File: src/rtl/brc_pkg.sv
package brc_pkg;

    localparam int unsigned COND_W = 3;

    typedef enum logic [COND_W-1:0] {
        COND_EQ  = 3'b000,
        COND_NE  = 3'b001,
        COND_LEZ = 3'b010,
        COND_GTZ = 3'b011,
        COND_LTZ = 3'b100,
        COND_GEZ = 3'b101,
        COND_RS6 = 3'b110,
        COND_RS7 = 3'b111
    } brc_cond_e;

    // Flags produced by the two carry-free detectors.
    typedef struct packed {
        logic ops_differ; // some bit of a^b is set
        logic sign;       // top bit of a
        logic tail_nz;    // any bit below the top bit of a is set
    } brc_flags_t;

    function automatic logic is_zero_cmp(input brc_cond_e c);
        return (c == COND_LEZ) || (c == COND_GTZ) ||
               (c == COND_LTZ) || (c == COND_GEZ);
    endfunction

    function automatic logic is_reserved(input brc_cond_e c);
        return (c == COND_RS6) || (c == COND_RS7);
    endfunction

endpackage

File: src/rtl/brc_match_detect.sv
module brc_match_detect #(
    parameter int unsigned DATA_W  = 32,
    parameter int unsigned GROUP_W = 8
) (
    input  logic [DATA_W-1:0] a_i,
    input  logic [DATA_W-1:0] b_i,
    output logic              differ_o
);
    localparam int unsigned N_GRP = (DATA_W + GROUP_W - 1) / GROUP_W;
    localparam int unsigned PAD_W = N_GRP * GROUP_W;

    logic [PAD_W-1:0] diff;
    logic [N_GRP-1:0] grp_any;

    // Bitwise XOR, zero-extended to a whole number of groups.
    always_comb begin
        diff = '0;
        diff[DATA_W-1:0] = a_i ^ b_i;
    end

    // Two-level OR tree: a per-group OR, then an OR across the groups.
    for (genvar g = 0; g < N_GRP; g++) begin : g_grp
        assign grp_any[g] = |diff[g*GROUP_W +: GROUP_W];
    end

    assign differ_o = |grp_any;
endmodule

File: src/rtl/brc_sign_class.sv
module brc_sign_class #(
    parameter int unsigned DATA_W = 32
) (
    input  logic [DATA_W-1:0] a_i,
    output logic              sign_o,
    output logic              tail_nz_o
);
    localparam int unsigned MSB = DATA_W - 1;

    assign sign_o    = a_i[MSB];
    assign tail_nz_o = |a_i[MSB-1:0];
endmodule

File: src/rtl/brc_select.sv
module brc_select
    import brc_pkg::*;
(
    input  logic       valid_i,
    input  brc_cond_e  cond_i,
    input  brc_flags_t flags_i,
    output logic       taken_o
);
    logic raw;

    always_comb begin
        unique case (cond_i)
            COND_EQ:  raw = !flags_i.ops_differ;
            COND_NE:  raw =  flags_i.ops_differ;
            COND_LEZ: raw =  flags_i.sign || !flags_i.tail_nz;
            COND_GTZ: raw = !flags_i.sign &&  flags_i.tail_nz;
            COND_LTZ: raw =  flags_i.sign;
            COND_GEZ: raw = !flags_i.sign;
            default:  raw = 1'b0;
        endcase
    end

    assign taken_o = valid_i && raw;
endmodule

File: src/rtl/brc_eval.sv
module brc_eval
    import brc_pkg::*;
#(
    parameter int unsigned DATA_W  = 32,
    parameter int unsigned GROUP_W = 8,
    parameter bit          REG_OUT = 1'b1
) (
    input  logic              clk,
    input  logic              rst,
    input  logic              valid_i,
    input  logic [2:0]        cond_i,
    input  logic [DATA_W-1:0] a_i,
    input  logic [DATA_W-1:0] b_i,
    output logic              taken_o
);
    localparam int unsigned MSB = DATA_W - 1;

    brc_flags_t flags;
    brc_cond_e  cond;
    logic       taken_c;

    assign cond = brc_cond_e'(cond_i);

    brc_match_detect #(
        .DATA_W  (DATA_W),
        .GROUP_W (GROUP_W)
    ) u_match (
        .a_i      (a_i),
        .b_i      (b_i),
        .differ_o (flags.ops_differ)
    );

    brc_sign_class #(
        .DATA_W (DATA_W)
    ) u_sign (
        .a_i       (a_i),
        .sign_o    (flags.sign),
        .tail_nz_o (flags.tail_nz)
    );

    brc_select u_sel (
        .valid_i (valid_i),
        .cond_i  (cond),
        .flags_i (flags),
        .taken_o (taken_c)
    );

    if (REG_OUT) begin : g_reg
        logic taken_q;

        always_ff @(posedge clk) begin
            if (rst) taken_q <= 1'b0;
            else     taken_q <= taken_c;
        end

        assign taken_o = taken_q;

        // a cycle without valid yields not-taken
        p_idle_quiet_r9: assert property (@(posedge clk) disable iff (rst)
            !valid_i |=> !taken_o);

        // reserved selectors never take
        p_reserved_quiet_r8: assert property (@(posedge clk) disable iff (rst)
            (valid_i && is_reserved(cond)) |=> !taken_o);

        // identical operands under the equal code take
        p_equal_take_r1: assert property (@(posedge clk) disable iff (rst)
            (valid_i && cond == COND_EQ && a_i == b_i) |=> taken_o);

        // below-zero code follows the top bit of a
        p_below_sign_r3: assert property (@(posedge clk) disable iff (rst)
            (valid_i && cond == COND_LTZ) |=> (taken_o == $past(a_i[MSB])));

        // a zero operand is never above zero
        p_zero_not_above_r6: assert property (@(posedge clk) disable iff (rst)
            (valid_i && cond == COND_GTZ && a_i == '0) |=> !taken_o);

        // zero-compare codes do not depend on b
        p_zero_cmp_no_b_r7: assert property (@(posedge clk) disable iff (rst)
            (valid_i && is_zero_cmp(cond) && a_i == '0) |=>
                (taken_o == ($past(cond) == COND_LEZ || $past(cond) == COND_GEZ)));
    end else begin : g_comb
        assign taken_o = taken_c;
    end
endmodule

File: config.mk
export PLATFORM = sky130hd
export DESIGN_NAME = brc_eval
export DESIGN_NICKNAME = d
export VERILOG_FILES = /design/src/rtl/brc_pkg.sv /design/src/rtl/brc_match_detect.sv /design/src/rtl/brc_sign_class.sv /design/src/rtl/brc_select.sv /design/src/rtl/brc_eval.sv
export SDC_FILE = /design/constraint.sdc
export NUM_CORES = 1
export LEC_CHECK = 0
export BUFFER_PORTS_ARGS = -buffer_cell sky130_fd_sc_hd__buf_2
export CAP_MARGIN = 20
export CORE_MARGIN = 4
export CORE_UTILIZATION = 30
export CTS_CLUSTER_SIZE = 8
export DETAILED_ROUTE_END_ITERATION = 7
export MAX_ROUTING_LAYER = met4
export PLACE_DENSITY = 0.78
export SYNTH_ARGS = -nofsm -noshare
export SYNTH_HDL_FRONTEND = slang
export SYNTH_HIERARCHICAL = 1
export SYNTH_SLANG_ARGS = --single-unit
File: constraint.sdc
create_clock -name clk -period 2.1 [get_ports clk]
set_input_delay 0.315 -clock clk [delete_from_list [all_inputs] [get_ports clk]]
set_output_delay 0.315 -clock clk [all_outputs]
set_load 0.01 [all_outputs]
=== Word level (Yosys, flattened, before mapping) ===
Cells that the tools add are included.

* Bits in latches: 0
* Register bits: 1
* Bits in writable memories: 0
* Bits in read-only memories: 0
* Logic and storage cells: 17
* Memories: 0

* Bitwise gates (word level): 1
* $add $sub $neg: 0
* Multipliers: 0
* Shifts and indexed selects: 0
* Div/mod/pow operators: 0
* Multiplexer cells: 1
* Reduce and logical (&&, ||, !) cells: 9
* Equal/unequal tests: 5
* Order comparisons: 0

{| class="wikitable"
|+ Operators by type and width
! cell !! count
|-
| $reduce_or A32 Y1 || 1
|-
| $xor A32 B32 Y32 || 1
|-
| $reduce_or A31 Y1 || 1
|-
| $eq A3 B2 Y1 const B || 2
|-
| $eq A3 B3 Y1 const B || 2
|-
| $pmux W1 S6 || 1
|-
| $eq A3 B1 Y1 const B || 1
|-
| $logic_not A1 Y1 || 3
|-
| $logic_not A3 Y1 || 1
|-
| $logic_and A1 B1 Y1 || 2
|-
| $logic_or A1 B1 Y1 || 1
|}

=== Logic depth before layout (Yosys ltp) ===
* Depth in word-level cells: 5
* Mapped depth: 8
* Depth with buffers taken out: 8

=== By module ===
Netlist, hierarchy kept.

{| class="wikitable"
|+ Modules (own cells, without submodules)
! module !! seq. area each (µm²) !! instances !! cells each !! area an instance (µm²)
|-
| brc_match_detect || 0.0 || 1 || 43 || 346.6
|-
| brc_sign_class || 0.0 || 1 || 11 || 80.1
|-
| brc_select || 0.0 || 1 || 9 || 66.3
|-
| brc_eval || 20.0 || 1 || 2 || 33.8
|}

=== Worst setup path after synthesis ===
No wires, ideal clock.

* Path kind: input to register
* Start: input port a_i[20]
* End: register g_reg.taken_q (netlist: taken_o)
* Data required time: 2.039 ns
* Stages: 7
* Slack: 0.444 ns
* Buffers on the path: 0
* Arrival time: 1.595 ns
* Setup time: 0.061 ns
* Cells stage by stage: or4_1 > nor4_2 > nand4_1 > nand2b_1 > xnor2_1 > o31ai_1 > nor2b_4

{| class="wikitable"
|+ RTL lines
! what !! line !! RTL
|-
| start: declaration || brc_eval.sv:12 || <nowiki>input logic [DATA_W-1:0] a_i,</nowiki>
|-
| end signal: assignment || brc_eval.sv:53 || <nowiki>else taken_q <= taken_c;</nowiki>
|-
| end: declaration || brc_eval.sv:49 || <nowiki>logic taken_q;</nowiki>
|}

==> metrics.md <==
| Metric | Value |
|---|---|
| Critical path depth | 8 |
| Period minus WS final | 1.92 ns |
| Seq/Total Area, Yosys | 3.80% |
| Worst-margin pin slew | 0.315 ns |
| HP Class | input port to flop |
| Adder-cell share of the synthesized area | 0% |
| Mux contribution to synthesized area | 0% |
| Crit-path slowest cell | or4_1 |
| Req. time, crit path | 2.04 ns |
| Leakage | about 0.00039 µW |
| Area contributors post-synth | xnor2_1 57%, nand4_1 11%, nor4_1 9.5%, dfxtp_1 3.8%, nor2b_4 2.6% |
| VDD IR max | between 0.1 and 0.15 mV |
| Post-CTS Setup Repair Bufs | 0 |
| Final period util | about nine tenths |
| Crit Path Max Fanout | 2 |
| DIE WIDTH | 49.9 µm |
| Fill cells | 160 |
| Area Growth Syn to Fin | 68.9% |
| DR pass1 iterations | 4 |
| Starting density of the core | 33.4% |
| Critical path's largest stage delay | 0.56 ns |
| Core ar. | between 1500 and 2000 µm² |
| Max Fclk | 520 MHz |
| Worst Setup End Kind | flop |
| IO buf count | 70 |
| Pin count of the biggest net entering global routing | 4 |
| Worst path buffer plus inverter count | 1 |
| DRT antenna net count | 0 |
| DRT iter0 DRCs | 4 |
| Vias per std cell | a little under 5 |
| Syn Area/Cell | 8.10 µm² |
| CP top delay family | simple AND/OR/NAND/NOR gates |
| Syn nets | 135 |
| Die area | approximately 2500 µm² |
| Cells after Synth | 65 |
| Core Util, Final | 56.4% |
| Main combinational cell family by area after synthesis | XOR/XNOR gates |
| Yosys top cell by area | xnor2_1 |
| Initial antenna violation count | 0 |
| Share of layout cells above drive strength 1 | 54.5% |
| Post-CTS Resized | 0 |
| Final hold viol count | 0 |
| Crit start category | input port |
| Num ports | 71 |
| Simple-gate area share of the yosys netlist | between 30% and 40% |
| Final setup TNS | 0 ns |
| Slew headroom | 78.8% |
| RD Place Congestion | about 0.74 |
| Compound-Gate Fraction of Synth Area | ~3% |
| Max Slew Vio Count | 0 |
| Hold buffers post-CTS | 0 |
| First-pass GRT wire length | 2760 µm |
| Antenna Cells | 0 |
| Via Count | roughly 730 |
| Std cell rows | 14 |
| Number of synthesized register bits | 1 |
| Max FFs per register | 1 |
| Pwr Density | between 200 and 250 nW/µm² |
| Syn Std Cell Area | approximately 530 µm² |
| Worst path cell trace | buf_2, or4_1, nor4_2, nand4_1, nand2b_1, xnor2_1, o31ai_1, nor2b_4 |
| Critical path origin | a_i[20] |
| Most frequent cells in the layout | 70 x buf_2, 34 x xnor2_1, 9 x nand4_1, 8 x nor4_1, 2 x nand2_1 |
| Total Wirelength | 1850 µm |
| Residual DRC count | 0 |
| Hold_sp | rst |
| Final setup fails | 0 |
| Unrepaired setup endpoints after global routing | no |
| Clk pin slew, worst setup/hold paths | 0 ns |
| Post-synthesis xor/xnor area fraction | between 50% and 60% |
| PnR Total Power | 185 µW |
| Overflow after GRT | 0 |
| Vias in the first global route | 696 |
| CP arrival | 1.86 ns |
| Outcome | finished clean |
| CP endpoint | taken_o |
| Die H | 49.9 µm |
| Max-cap violation count | 0 |
| Yosys warning count | 6 |
| Most common cell after layout, fill and taps aside | buf_2 |
| Synth top area share | 56.5% |
| GRT Util Overall | ~14% |
| Routed length per instance | approximately 12 µm |
| Unique masters post-synth | 16 |
| WS Path Type | input port to flop |
| Nets | 206 |
## stage by stage
step | hold WS [ns] | worst slack, ns | cell area [µm²] | cells
floorplan | 0.379 | 0.444 | 527 | 65
global placement | 0.507 | 0.247 | 890 | 150
detailed placement | 0.503 | 0.215 | 890 | 150
CTS | 0.502 | 0.198 | 890 | 150
global route | 0.505 | 0.0124 | 890 | 150
finish | 0.501 | 0.178 | 890 | 150
## routing by layer
metal / part of all wire [%] / routed length (µm) / vias up / track usage, %
li1: - / - / 379 / -
met1: 37 / 685 / 314 / 15.3
met2: 52 / 956 / 39 / 27.8
met3: 11 / 213 / 0 / 1.81
met4: 0 / 0 / 0 / 0
met5: 0 / 0 / - / -
## cells by family (layout without fill, tap and decap cells)
| group | Yosys count | count (layout) |
|---|---|---|
| XOR/XNOR | 35 | 35 |
| AND/OR/NAND/NOR | 26 | 26 |
| AO/OA/AOI/OAI | 2 | 2 |
| flip-flops | 1 | 1 |
| buffers and inverters | 1 | 70 |
## layout make-up
class | instances | area [µm²] | area share (%)
multi-input cells | 63 | 499 | 56.1
flip-flops and latches | 1 | 20.0 | 2.25
repair buffers | 70 | 350 | 39.4
well taps | 16 | 20.0 | 2.25
## where the power goes
| part | total (µW) | internal [µW] | switching, µW |
|---|---|---|---|
| combinational | 164 | 97.8 | 66.3 |
| sequential | 20.5 | 20.4 | 0.174 |
| clock | 0 | 0 | 0 |
| total | 185 | 118 | 66.5 |
## worst min-delay path by stage
stage | end | cells past startpoint
floorplan | taken_o | 1
finish | taken_o | 2
global route | taken_o | 2
global placement | taken_o | 2
CTS | taken_o | 2
detailed placement | taken_o | 2
## cell usage after synthesis
master,count
or4_1,1
xor2_1,1
a32oi_1,1
nand2b_1,1
nor2_1,1
nor4_1,8
nor4_2,1
nand4_1,9
nand2_1,2
o31ai_1,1
buf_4,1
xnor2_1,34
dfxtp_1,1
nor2b_4,1
and4_1,1
and3b_2,1
(Power assumes the default switching activity.)
